$ cat config.mk
export PLATFORM = sky130hd
export DESIGN_NAME = rev_ripple_adder
export DESIGN_NICKNAME = d
export VERILOG_FILES = /design/src/rtl/rev_add_pkg.sv /design/src/rtl/rev_hng_cell.sv /design/src/rtl/rev_peres_cell.sv /design/src/rtl/rev_ripple_adder.sv
export SDC_FILE = /design/constraint.sdc
export NUM_CORES = 1
export LEC_CHECK = 0
export BUFFER_PORTS_ARGS = -buffer_cell sky130_fd_sc_hd__buf_2
export CORE_AREA = 8 8 45 47
export DETAILED_ROUTE_END_ITERATION = 8
export DIE_AREA = 0 0 53 55
export GPL_TIMING_DRIVEN = 0
export PLACE_DENSITY = 0.57
export SLEW_MARGIN = 25
export SYNTH_ARGS = -nofsm -noshare
export SYNTH_HDL_FRONTEND = slang
export SYNTH_SLANG_ARGS = --single-unit
$ cat constraint.sdc
create_clock -name vclk -period 4.2
set_clock_uncertainty 0.2 [all_clocks]
set_input_delay 0 -clock vclk [all_inputs]
set_output_delay 0 -clock vclk [all_outputs]
set_load 0.02 [all_outputs]
$ cat src/rtl/rev_add_pkg.sv
package rev_add_pkg;

    // Constant line tied to the unused inputs of reversible gates
    localparam logic TIE_LOW = 1'b0;

    // Four-line reversible full-adder gate outputs
    typedef struct packed {
        logic p;   // copy of a
        logic q;   // copy of b
        logic r;   // a ^ b ^ c
        logic s;   // majority-style carry, xor d
    } hng_lines_t;

    // Three-line reversible half-adder gate outputs
    typedef struct packed {
        logic p;   // copy of a
        logic q;   // a ^ b
        logic r;   // (a & b) ^ c
    } peres_lines_t;

    function automatic hng_lines_t hng_map(logic a, logic b, logic c, logic d);
        hng_lines_t o;
        o.p = a;
        o.q = b;
        o.r = a ^ b ^ c;
        o.s = ((a ^ b) & c) ^ (a & b) ^ d;
        return o;
    endfunction

    function automatic peres_lines_t peres_map(logic a, logic b, logic c);
        peres_lines_t o;
        o.p = a;
        o.q = a ^ b;
        o.r = (a & b) ^ c;
        return o;
    endfunction

endpackage

$ cat src/rtl/rev_hng_cell.sv
module rev_hng_cell
    import rev_add_pkg::*;
(
    input  logic       a,
    input  logic       b,
    input  logic       c,
    input  logic       d,
    output hng_lines_t y
);
    always_comb begin
        y = hng_map(a, b, c, d);
    end
endmodule

$ cat src/rtl/rev_peres_cell.sv
module rev_peres_cell
    import rev_add_pkg::*;
(
    input  logic         a,
    input  logic         b,
    input  logic         c,
    output peres_lines_t y
);
    always_comb begin
        y = peres_map(a, b, c);
    end
endmodule

$ cat src/rtl/rev_ripple_adder.sv
module rev_ripple_adder
    import rev_add_pkg::*;
#(
    parameter int WIDTH = 8
) (
    input  logic [WIDTH-1:0] opa,
    input  logic [WIDTH-1:0] opb,
    output logic [WIDTH:0]   sum,
    output logic [WIDTH-1:0] garb_a,
    output logic [WIDTH-2:0] garb_b
);
    localparam int TOP_POS = WIDTH - 1;

    // chain[k] is the carry entering position k
    logic [WIDTH:1] chain;
    peres_lines_t   lsb_lines;

    // Position 0: half adder, carry-in fixed low
    rev_peres_cell u_lsb (
        .a (opa[0]),
        .b (opb[0]),
        .c (TIE_LOW),
        .y (lsb_lines)
    );

    assign sum[0]    = lsb_lines.q;
    assign chain[1]  = lsb_lines.r;
    assign garb_a[0] = lsb_lines.p;

    // Positions 1..TOP_POS: full adders, fourth line tied low
    for (genvar g = 1; g <= TOP_POS; g++) begin : g_pos
        hng_lines_t fa_lines;

        rev_hng_cell u_fa (
            .a (opa[g]),
            .b (opb[g]),
            .c (chain[g]),
            .d (TIE_LOW),
            .y (fa_lines)
        );

        assign sum[g]       = fa_lines.r;
        assign chain[g+1]   = fa_lines.s;
        assign garb_a[g]    = fa_lines.p;
        assign garb_b[g-1]  = fa_lines.q;
    end

    assign sum[WIDTH] = chain[WIDTH];

endmodule

# --- After elaboration in Yosys (flattened, before gate mapping) ---
# Index checks and enable logic that the tools add are counted.
classes:
  bitwise_logic: 37
ops:
  columns: ["operator", "count"]
  rows:
  - ["$xor A1 B1 Y1", 22]
  - ["$and A1 B1 Y1", 15]
word_totals:
  reg_bits: 0
  inputBits: 16
  word_cells: 37
  output_inout_bits: 24

# --- Depth between registers and ports, before layout ---
# Gate-level depths: netlist of the first run.
depth:
  ltp_word: 15
  mapped_depth: 10
  ltp_nobuf: 10

# --- Hierarchy ---
# Synthesis of the first run repeated with hierarchy kept, for this count alone.
unflattened:
  hier_cells: 60
  hier_area_um2: 444.2
modules_own_cells:
  columns: ["module", "seq_area_each_um2", "instances", "cells_per_inst", "area_per_inst_um2"]
  rows:
  - ["rev_hng_cell", 0.0, 7, 8, 58.8]
  - ["rev_peres_cell", 0.0, 1, 3, 28.8]
  - ["rev_ripple_adder", 0.0, 1, 1, 3.8]

# --- Worst setup path before layout of the first run ---
# No wires, ideal clock.
synth_path:
  path_kind: "input to output"
  start: "input opa[0]"
  end: "output sum[7]"
  path_buffers: 0
  t_arrival_ps: 3047
  setup_slack_ps: 953
  required_ps: 4000
  stages: 10
  cell_sequence: "ha_1 fa_1 fa_1 fa_1 fa_1 fa_1 fa_1 inv_1 fa_1 inv_1"
synth_via:
  elab_chain_cells: 14
synth_lines:
  columns: ["item", "line_no", "text"]
  rows:
  - ["from (decl)", "rev_ripple_adder.sv:6", "input logic [WIDTH-1:0] opa,"]
  - ["$and A1 B1 Y1", "rev_add_pkg.sv:34", "o.r = (a & b) ^ c;"]
  - ["$and A1 B1 Y1", "rev_add_pkg.sv:26", "o.s = ((a ^ b) & c) ^ (a & b) ^ d;"]
  - ["$xor A1 B1 Y1", "rev_add_pkg.sv:26", null]
  - ["$and A1 B1 Y1", "rev_add_pkg.sv:26", null]
  - ["$xor A1 B1 Y1", "rev_add_pkg.sv:26", null]
  - ["$and A1 B1 Y1", "rev_add_pkg.sv:26", null]
  - ["$xor A1 B1 Y1", "rev_add_pkg.sv:26", null]
  - ["$and A1 B1 Y1", "rev_add_pkg.sv:26", null]
  - ["$xor A1 B1 Y1", "rev_add_pkg.sv:26", null]
  - ["$and A1 B1 Y1", "rev_add_pkg.sv:26", null]
  - ["$xor A1 B1 Y1", "rev_add_pkg.sv:26", null]
  - ["$and A1 B1 Y1", "rev_add_pkg.sv:26", null]
  - ["$xor A1 B1 Y1", "rev_add_pkg.sv:26", null]
  - ["$xor A1 B1 Y1", "rev_add_pkg.sv:25", "o.r = a ^ b ^ c;"]
  - ["to (decl)", "rev_ripple_adder.sv:8", "output logic [WIDTH:0] sum,"]
# No other way between the ends.

# --- Worst setup path in the final report of the first run ---
# Same ends and word-level chain as after synthesis.

==> results of run 1 <==
[power by group through the flow]
stage,clock network (uW),registers (uW),logic [uW]
detailed placement,0,0,89.3
global placement,0,0,88.4
floorplan,0,0,61.1
CTS,0,0,89.7
finish,0,0,87.0
global route,0,0,97.1
[final cells by class]
class                           count  share of cell area (%)
Inverter                            5                   3.722
Tap cell                           16                   3.970
Multi-Input combinational cell      8                   30.27
Buffer                             15                   22.33
Timing Repair Buffer               40                   39.70
[logic make-up (layout without fill, tap and decap cells)]
kind of cell | Yosys count | count (layout) | share of synthesized area, %
buffers and inverters | 20 | 60 | 46.26
adders and majority gates | 8 | 8 | 53.74
[tightest hold or removal path: stages]
cell,delay [ps]
buf_2,90
buf_4,90
buf_2,150
[metal layers]
layer,up-vias,share of wire [%],GRT usage [%]
li1,146,-,-
met4,0,0,0
met2,34,34,8.594
met5,-,0,0
met3,0,31,4.545
met1,128,34,5.376
[synth_stat cells, drive strengths merged]
master  count
buf        15
fa          7
ha          1
inv         5
[worst max-delay path by stage]
stage / slack, ps / start / to / cells past startpoint
finish: 700 / opa[0] / sum[7] / 12
global route: 560 / opa[0] / sum[7] / 12
CTS: 660 / opa[0] / sum[7] / 12
detailed placement: 670 / opa[0] / sum[7] / 12
global placement: 690 / opa[0] / sum[7] / 12
floorplan: 950 / opa[0] / sum[7] / 10
[through the flow]
stage | cells | total power, uW | worst slack [ps] | utilization (%) | hold slack, ps
global route | 84 | 97.15 | 563.0 | 36.44 | 138.6
finish | 84 | 86.97 | 704.3 | 36.44 | 121.2
global placement | 84 | 88.43 | 689.3 | 36.44 | 120.9
floorplan | 28 | 61.10 | 953.5 | - | -87.41
detailed placement | 84 | 89.26 | 666.9 | 36.44 | 126.1
CTS | 84 | 89.73 | 662.6 | 36.44 | 126.1
==> run_results.csv, run 1 <==
group,metric,value,unit
placement,portBuffers,40,
route,drt_iter0_drc,0,
setup_path,crit_chain,"buf_2, ha_1, fa_1, fa_1, fa_1, fa_1, fa_1, fa_1, inv_1, fa_1, inv_1, buf_2",
final_layout,nets,94,
final_layout,antenna_cells,0,
global_routing,grt_pass1_vias,349,
setup_path,worst_path_max_delay_cell,"fa_1",
die,die_h,55,um
sta,tns,0,ps
sta,slew_viol_final,0,
final_layout,seq_cells,0,
die,rows,14,
sta,setup_viol,0,
power_and_ir_drop,vdd_drop_max,0.07179,mV
route,drtAntennaViolNets,0,
sta,tightestPinTransition,115.9,ps
sta,slew_headroom,92.32,%
setup_path,critPathMostFrequentCell,"fa_1",
die,die_w,53,um
setup_path,endpoint_kind,"primary output",
run_status,status,"complete, no violations",
clock_tree,ctsResizeCount,0,
final_layout,clkbuf_count,0,
sta,rsz0062_at_grt,"no",
final_layout,multi_input_comb_area,152.6,um^2
route,post-route-drc-count,0,
sta,hold_violations,0,
yosys,synth_top_area_share,49.34,%
clock_tree,postCtsHoldBufs,0,
final_layout,stdcell_area,504.2,um^2
die,die-area,2915,um^2
setup_path,worstPathArrival,3300,ps
setup_path,max_stage_delay,400,ps
setup_path,path_buf_inv,4,
die,start_util,20.52,%
final_layout,nFillCells,148,
route,wire_per_inst,9.536,um
yosys,syn_area_per_cell,10.14,um^2
yosys,syn-num-nets,52,
global_routing,grt_max_degree,3,
setup_path,worstSetupStartpointType,"primary input",
yosys,yosys.area.top_type,"fa_1",
yosys,syn_inst,28,
final_layout,final_cell_mix,"40 x buf_2, 15 x buf_4, 7 x fa_1",
route,vias,308,
worst_hold_path,hold_end,"garb_a[7]",
global_routing,grt_util_all_layers,5.266,%
route,dr.pass1.iters,1,
clock_tree,cts_setup_buffers,0,
placement,globalplace.congestion,0.6818,
final_layout,register_area,0,um^2
flow_run,maxCapViolations,0,
power_and_ir_drop,clkPwrFrac,0,%
final_layout,area_growth,77.53,%
placement,hpwl,823.8,um
setup_path,cp.required,4000,ps
yosys,ys_warn_count,0,
die,ioPinCount,40,
final_layout,final_common_cell,"buf_2",
yosys,synth_cell_type_count,4,
sta,period_share,83.23,%
yosys,seq_area_frac_synth,0,%
worst_hold_path,worstHoldStart,"opa[7]",
sta,min_period,3496,ps
yosys,synthTopCellsByArea,"fa_1 49%, buf_4 40%, inv_1 6.6%, ha_1 4.4%",
route,vias_per_cell,3.667,
power_and_ir_drop,cellLeakagePower,0.0003164,uW
power_and_ir_drop,switchingPower,51.41,uW
power_and_ir_drop,seqPwrFrac,0,%
setup_path,crit_path_max_fanout,2,
sta,max_freq,0.2861,GHz
global_routing,antenna_found_initial,0,
route,routed_wl,801,um
final_layout,layout-drive-gt1-share,80.88,%
worst_hold_path,whs_path_depth,3,
placement,postPlaceCellArea,504.2,um^2
worst_hold_path,worstHoldPathType,"in -> out",
power_and_ir_drop,swShare,59.12,%
power_and_ir_drop,p_int,35.55,uW
setup_path,crit_type,"in -> out",
setup_path,cp_top_family,"adder cells",
power_and_ir_drop,powerDensity,172.5,nW/um^2
die,core-area,1384,um^2
yosys,netlist_area,284.0,um^2
global_routing,grt_pass1_wl,1.269,mm
global_routing,overflow,0,
power_and_ir_drop,p_comb_share,100.0,%
Note: power is estimated with default switching activity, not from simulation.
==> inputs of run 2 (changes only) <==
--- a/config.mk
+++ b/config.mk
@@ -10,7 +10,7 @@
 export DETAILED_ROUTE_END_ITERATION = 8
 export DIE_AREA = 0 0 53 55
 export GPL_TIMING_DRIVEN = 0
-export PLACE_DENSITY = 0.57
+export PLACE_DENSITY = 0.59
 export SLEW_MARGIN = 25
 export SYNTH_ARGS = -nofsm -noshare
 export SYNTH_HDL_FRONTEND = slang
==> constraint.sdc (replaced) <==
create_clock -name vclk -period 3
set_clock_uncertainty 0.2 [all_clocks]
set_input_delay 0 -clock vclk [all_inputs]
set_output_delay 0 -clock vclk [all_outputs]
set_load 0.02 [all_outputs]
==> run 2 against run 1 <==
Against the previous run: the flow now finishes with violations (negative setup slack); via count fell by 0.97%; critical endpoint unchanged; worst setup slack got worse by 850 ps; combinational power rose by 56%; design area rose by 10%; non-clock buffer count did not move; worst hold slack got worse by 9.8 ps; largest cell class unchanged.
==> run_results.csv, run 2 (synthesized netlist as in run 1, its figures left out) <==
group,metric,value,unit
run_status,status,"complete, but fails checks",
run_status,violations,"negative setup slack",
placement,place_ws,-307.9,ps
sta,period_share,104.9,%
global_routing,grt_util_all_layers,5.485,%
sta,min_period,3147,ps
power_and_ir_drop,vdd_drop_max,0.09122,mV
power_and_ir_drop,powerDensity,244.9,nW/um^2
route,post-route-drc-count,0,
die,rows,14,
route,dr.pass1.iters,1,
setup_path,worstSetupStartpointType,"primary input",
sta,slew_headroom,91.61,%
final_layout,stdcell_area,556.8,um^2
die,die-area,2915,um^2
die,die_w,53,um
setup_path,cp.required,2800,ps
clock_tree,postCtsHoldBufs,0,
setup_path,crit_path_max_fanout,2,
final_layout,nFillCells,139,
setup_path,endpoint_kind,"primary output",
sta,tns,-147.5,ps
final_layout,register_area,0,um^2
setup_path,crit_type,"in -> out",
die,die_h,55,um
final_layout,instances_no_fill,84,
setup_path,worstPathArrival,2950,ps
final_layout,seq_cells,0,
sta,rsz0062_at_grt,"yes",
global_routing,grt_max_degree,3,
placement,portBuffers,40,
final_layout,nets,94,
global_routing,antenna_found_initial,0,
die,core-area,1384,um^2
sta,slew_viol_final,0,
sta,max_freq,0.3177,GHz
global_routing,grt_pass1_wl,1.324,mm
final_layout,area_growth,96.04,%
route,wire_per_inst,10.75,um
power_and_ir_drop,power,136.3,uW
final_layout,clkbuf_count,0,
global_routing,overflow,0,
die,ioPinCount,40,
route,drtAntennaViolNets,0,
placement,globalplace.congestion,0.7664,
placement,postPlaceCellArea,516.7,um^2
sta,tightestPinTransition,126.7,ps
worst_hold_path,whs_path_depth,3,
sta,setup_viol,1,
global_routing,grt_pass1_vias,327,
final_layout,final_cell_mix,"36 x buf_2, 16 x buf_4, 6 x fa_2",
route,routed_wl,903,um
final_layout,antenna_cells,0,
route,drt_iter0_drc,0,
worst_hold_path,hold_end,"garb_a[0]",
sta,setup_slack,-147.5,ps
placement,placed_cells,84,
worst_hold_path,worstHoldStart,"opa[0]",
route,vias,305,
die,start_util,20.52,%
route,vias_per_cell,3.631,
power_and_ir_drop,cellLeakagePower,0.0003174,uW
worst_hold_path,worstHoldPathType,"in -> out",
flow_run,maxCapViolations,0,
sta,hold_violations,0,
final_layout,final_common_cell,"buf_2",
final_layout,layout-drive-gt1-share,94.12,%
-- run 2: worst max-delay path, cell delays in order --
cell and delay (ps):
buf_8 100, ha_4 150, fa_2 340, fa_2 340, fa_2 350, fa_2 350
fa_2 350, fa_2 340, inv_2 60, fa_1 410, inv_2 60, buf_6 110
-- run 2: through the flow --
stage               util [%]  hold slack, ps
floorplan                  -          -87.41
global placement       37.34           122.6
detailed placement     37.34           124.5
CTS                    39.96           118.1
global route           40.24           116.9
finish                 40.24           111.4
-- run 2: timing repair --
action | CTS | global route
gates resized for setup | 10 | 1
setup endpoints to repair | 2 | 1
hold endpoints to repair | 0 | 0
gates cloned | 0 | 0
setup buffers | 0 | 0
-- run 2: final cells by class --
cell class                 instances  area [um^2]  area share, %
multi-input combinational          8        180.2          32.36
timing repair buffer              40        225.2          40.45
tap                               16        20.02          3.596
buffer                            15        112.6          20.22
inverter                           5        18.77          3.371
-- run 2: metal layers --
metal	global-route usage [%]	share of wire (%)
met5	0	0
met4	0	0
met3	3.476	32
met2	8.008	28
met1	7.066	40
-- run 2: power by group --
| group | switching, uW | leakage [uW] | internal [uW] |
|---|---|---|---|
| Clock | 0 | 0 | 0 |
| Combinational | 76.8 | 0.000317 | 59.5 |
| Sequential | 0 | 0 | 0 |
| Total | 76.8 | 0.000317 | 59.5 |
-- run 2: how the worst max path moves through the flow --
stage                start  endpoint  slack, ps  depth (start not counted)
global route        opa[0]    sum[7]       -220                         12
CTS                 opa[0]    sum[7]       -160                         12
finish              opa[0]    sum[7]       -150                         12
detailed placement  opa[0]    sum[7]       -310                         12
global placement    opa[0]    sum[7]       -300                         12
floorplan           opa[0]    sum[7]        -20                         10
==> inputs of run 3 (changes only) <==
--- a/config.mk
+++ b/config.mk
@@ -6,12 +6,13 @@
 export NUM_CORES = 1
 export LEC_CHECK = 0
 export BUFFER_PORTS_ARGS = -buffer_cell sky130_fd_sc_hd__buf_2
-export CORE_AREA = 8 8 45 47
+export CORE_MARGIN = 8
+export CORE_UTILIZATION = 30
 export DETAILED_ROUTE_END_ITERATION = 8
-export DIE_AREA = 0 0 53 55
 export GPL_TIMING_DRIVEN = 0
-export PLACE_DENSITY = 0.59
+export PLACE_DENSITY = 0.66
 export SLEW_MARGIN = 25
 export SYNTH_ARGS = -nofsm -noshare
 export SYNTH_HDL_FRONTEND = slang
+export SYNTH_HIERARCHICAL = 1
 export SYNTH_SLANG_ARGS = --single-unit
==> run 3 against run 2 <==
Against the previous run: the flow still finishes with violations (negative setup slack); total power up 80%; non-clock buffer count stayed put; die area is 1.8% higher; count of clock-buffer cells in the layout did not move; combinational power grew 80%; synthesized area is 56% higher; sequential share of layout area is the same; design area is 43% higher; sequential cell count is the same; worst hold slack improved by 3.7 ps.
==> run_results.csv, run 3 <==
group,metric,value,unit
final_layout,seq_cells,0,
setup_path,worstPathArrival,4360,ps
final_layout,register_area,0,um^2
yosys,yosys.area.top_type,"fa_1",
yosys,synth_top_area_share,31.55,%
final_layout,clkbuf_count,0,
yosys,syn_inst,60,
power_and_ir_drop,vdd_drop_max,0.1379,mV
final_layout,antenna_cells,0,
sta,period_share,151.9,%
route,wl_met1,291,um
sta,min_period,4557,ps
die,core-area,1454,um^2
setup_path,cp.required,2800,ps
worst_hold_path,worstHoldStart,"opa[0]",
clock_tree,cts_setup_buffers,0,
power_and_ir_drop,swShare,51.50,%
final_layout,final_common_cell,"buf_2",
placement,placed_cells,123,
die,die-area,2968,um^2
worst_hold_path,whs_path_depth,3,
power_and_ir_drop,switchingPower,126.1,uW
clock_tree,postCtsHoldBufs,0,
final_layout,nets,133,
route,drt_iter0_drc,3,
power_and_ir_drop,cellLeakagePower,0.0005107,uW
yosys,ys_warn_count,6,
die,die_w,54.48,um
power_and_ir_drop,clkPwrFrac,0,%
worst_hold_path,worstHoldPathType,"in -> out",
yosys,syn_area_per_cell,7.403,um^2
route,wl_met3,205,um
die,die_h,54.48,um
yosys,synth_cell_type_count,7,
yosys,seq_area_frac_synth,0,%
route,met2WireLength,597,um
yosys,netlist_area,444.2,um^2
final_layout,instances_no_fill,123,
sta,tns,-4499,ps
setup_path,crit_type,"in -> out",
global_routing,grt_max_degree,3,
sta,hold_violations,0,
route,post-route-drc-count,0,
global_routing,grt_pass1_wl,1.621,mm
placement,portBuffers,40,
yosys,synthTopCellsByArea,"fa_1 32%, buf_4 25%, inv_1 24%, xnor2_1 14%, ha_1 2.8%",
final_layout,final_cell_mix,"33 x buf_2, 24 x inv_1, 16 x buf_4",
placement,hpwl,1.024,mm
route,routed_wl,1.094,mm
route,drtAntennaViolNets,0,
placement,globalplace.congestion,0.6275,
die,start_util,30.55,%
sta,setup_slack,-1557,ps
route,dr.pass1.iters,2,
sta,setup_viol,4,
power_and_ir_drop,p_comb_share,100.0,%
power_and_ir_drop,p_int,118.7,uW
setup_path,worstSetupStartpointType,"primary input",
global_routing,overflow,0,
sta,max_freq,0.2194,GHz
power_and_ir_drop,powerDensity,308.2,nW/um^2
global_routing,antenna_found_initial,0,
setup_path,endpoint_kind,"primary output",
final_layout,layout-drive-gt1-share,66.36,%
sta,holdWs,115.1,ps
yosys,yosys-top-cells-count,"28 x inv_1, 15 x buf_4, 7 x fa_1, 7 x xnor2_1",
route,wire_per_inst,8.894,um
die,ioPinCount,40,
final_layout,area_growth,78.87,%
route,vias,442,
run_status,status,"complete, but fails checks",
die,rows,14,
global_routing,grt_util_all_layers,6.870,%
route,dr.max_layer_used,"met3",
yosys,synth_most_common_cell,"inv_1",
route,vias_per_cell,3.593,
worst_hold_path,hold_end,"garb_a[0]",
setup_path,crit_path_max_fanout,2,
flow_run,maxCapViolations,0,
sta,rsz0062_at_grt,"yes",
sta,slew_viol_final,0,
run_status,violations,"negative setup slack",
power_and_ir_drop,seqPwrFrac,0,%
global_routing,grt_pass1_vias,444,
==> run 3: power by group through the flow <==
stage	logic (uW)	registers, uW	clock network (uW)
2_1_floorplan	139	0	0
3_3_place_gp	196	0	0
3_5_place_dp	202	0	0
4_1_cts	234	0	0
5_1_grt	268	0	0
6_report	245	0	0
==> run 3: critical path, stage by stage <==
cell and delay (ps):
buf_8 80, ha_4 120, xor2_1 120, inv_1 60, fa_2 350, xnor2_2 120, inv_1 70, fa_2 340
xnor2_1 140, inv_1 70, fa_2 340, xnor2_1 150, inv_1 70, fa_2 350, xnor2_2 120, inv_1 60
fa_2 350, xnor2_2 150, inv_1 60, fa_2 330, xnor2_1 160, inv_1 70, fa_2 530, inv_2 40
buf_6 120
==> run 3: final cells by class <==
type | instances | area [um^2]
plain buffers | 15 | 112.6
fillers | 145 | 659.4
inverters | 28 | 105.1
multi-input cells | 24 | 312.8
well taps | 16 | 20.02
repair buffers | 40 | 244.0
==> run 3: logic make-up (layout without fill, tap and decap cells) <==
kind of cell	count (synthesis)	in the layout	synth area share [%]
fa+ha+maj	8	8	34.36
xor+xnor	8	8	15.78
buf+inv	43	83	49.01
other cells	1	8	0.8443
==> run 3: metrics by stage <==
step                cell area, um^2  setup WS (ps)  utilization, %  total power, uW
finish                        794.5          -1557           54.65            244.8
CTS                           765.7          -1615           52.67            234.3
floorplan                     478.0          484.5               -            139.4
global route                  794.5          -1808           54.65            267.5
global placement              698.2          -1853           48.02            195.8
detailed placement            698.2          -1946           48.02            202.3
==> run 3: what timing repair did <==
action / 4_1_cts / 5_1_grt
setup endpoints to repair: 5 / 5
gates resized for setup: 21 / 6
pin swaps: 6 / 1
==> run 3: worst max-delay path by stage <==
stage,startpoint,to,cells after the start
after floorplan,opa[4],sum[7],12
after global placement,opa[0],sum[8],25
after detailed placement,opa[0],sum[8],25
after CTS,opa[0],sum[7],25
after global routing,opa[0],sum[7],25
final,opa[0],sum[7],25
==> run 3: per-layer routing <==
metal,track usage (%),up-vias
met5,0,-
met4,0,0
met3,1.902,0
met2,16.03,25
met1,5.435,194
li1,-,223
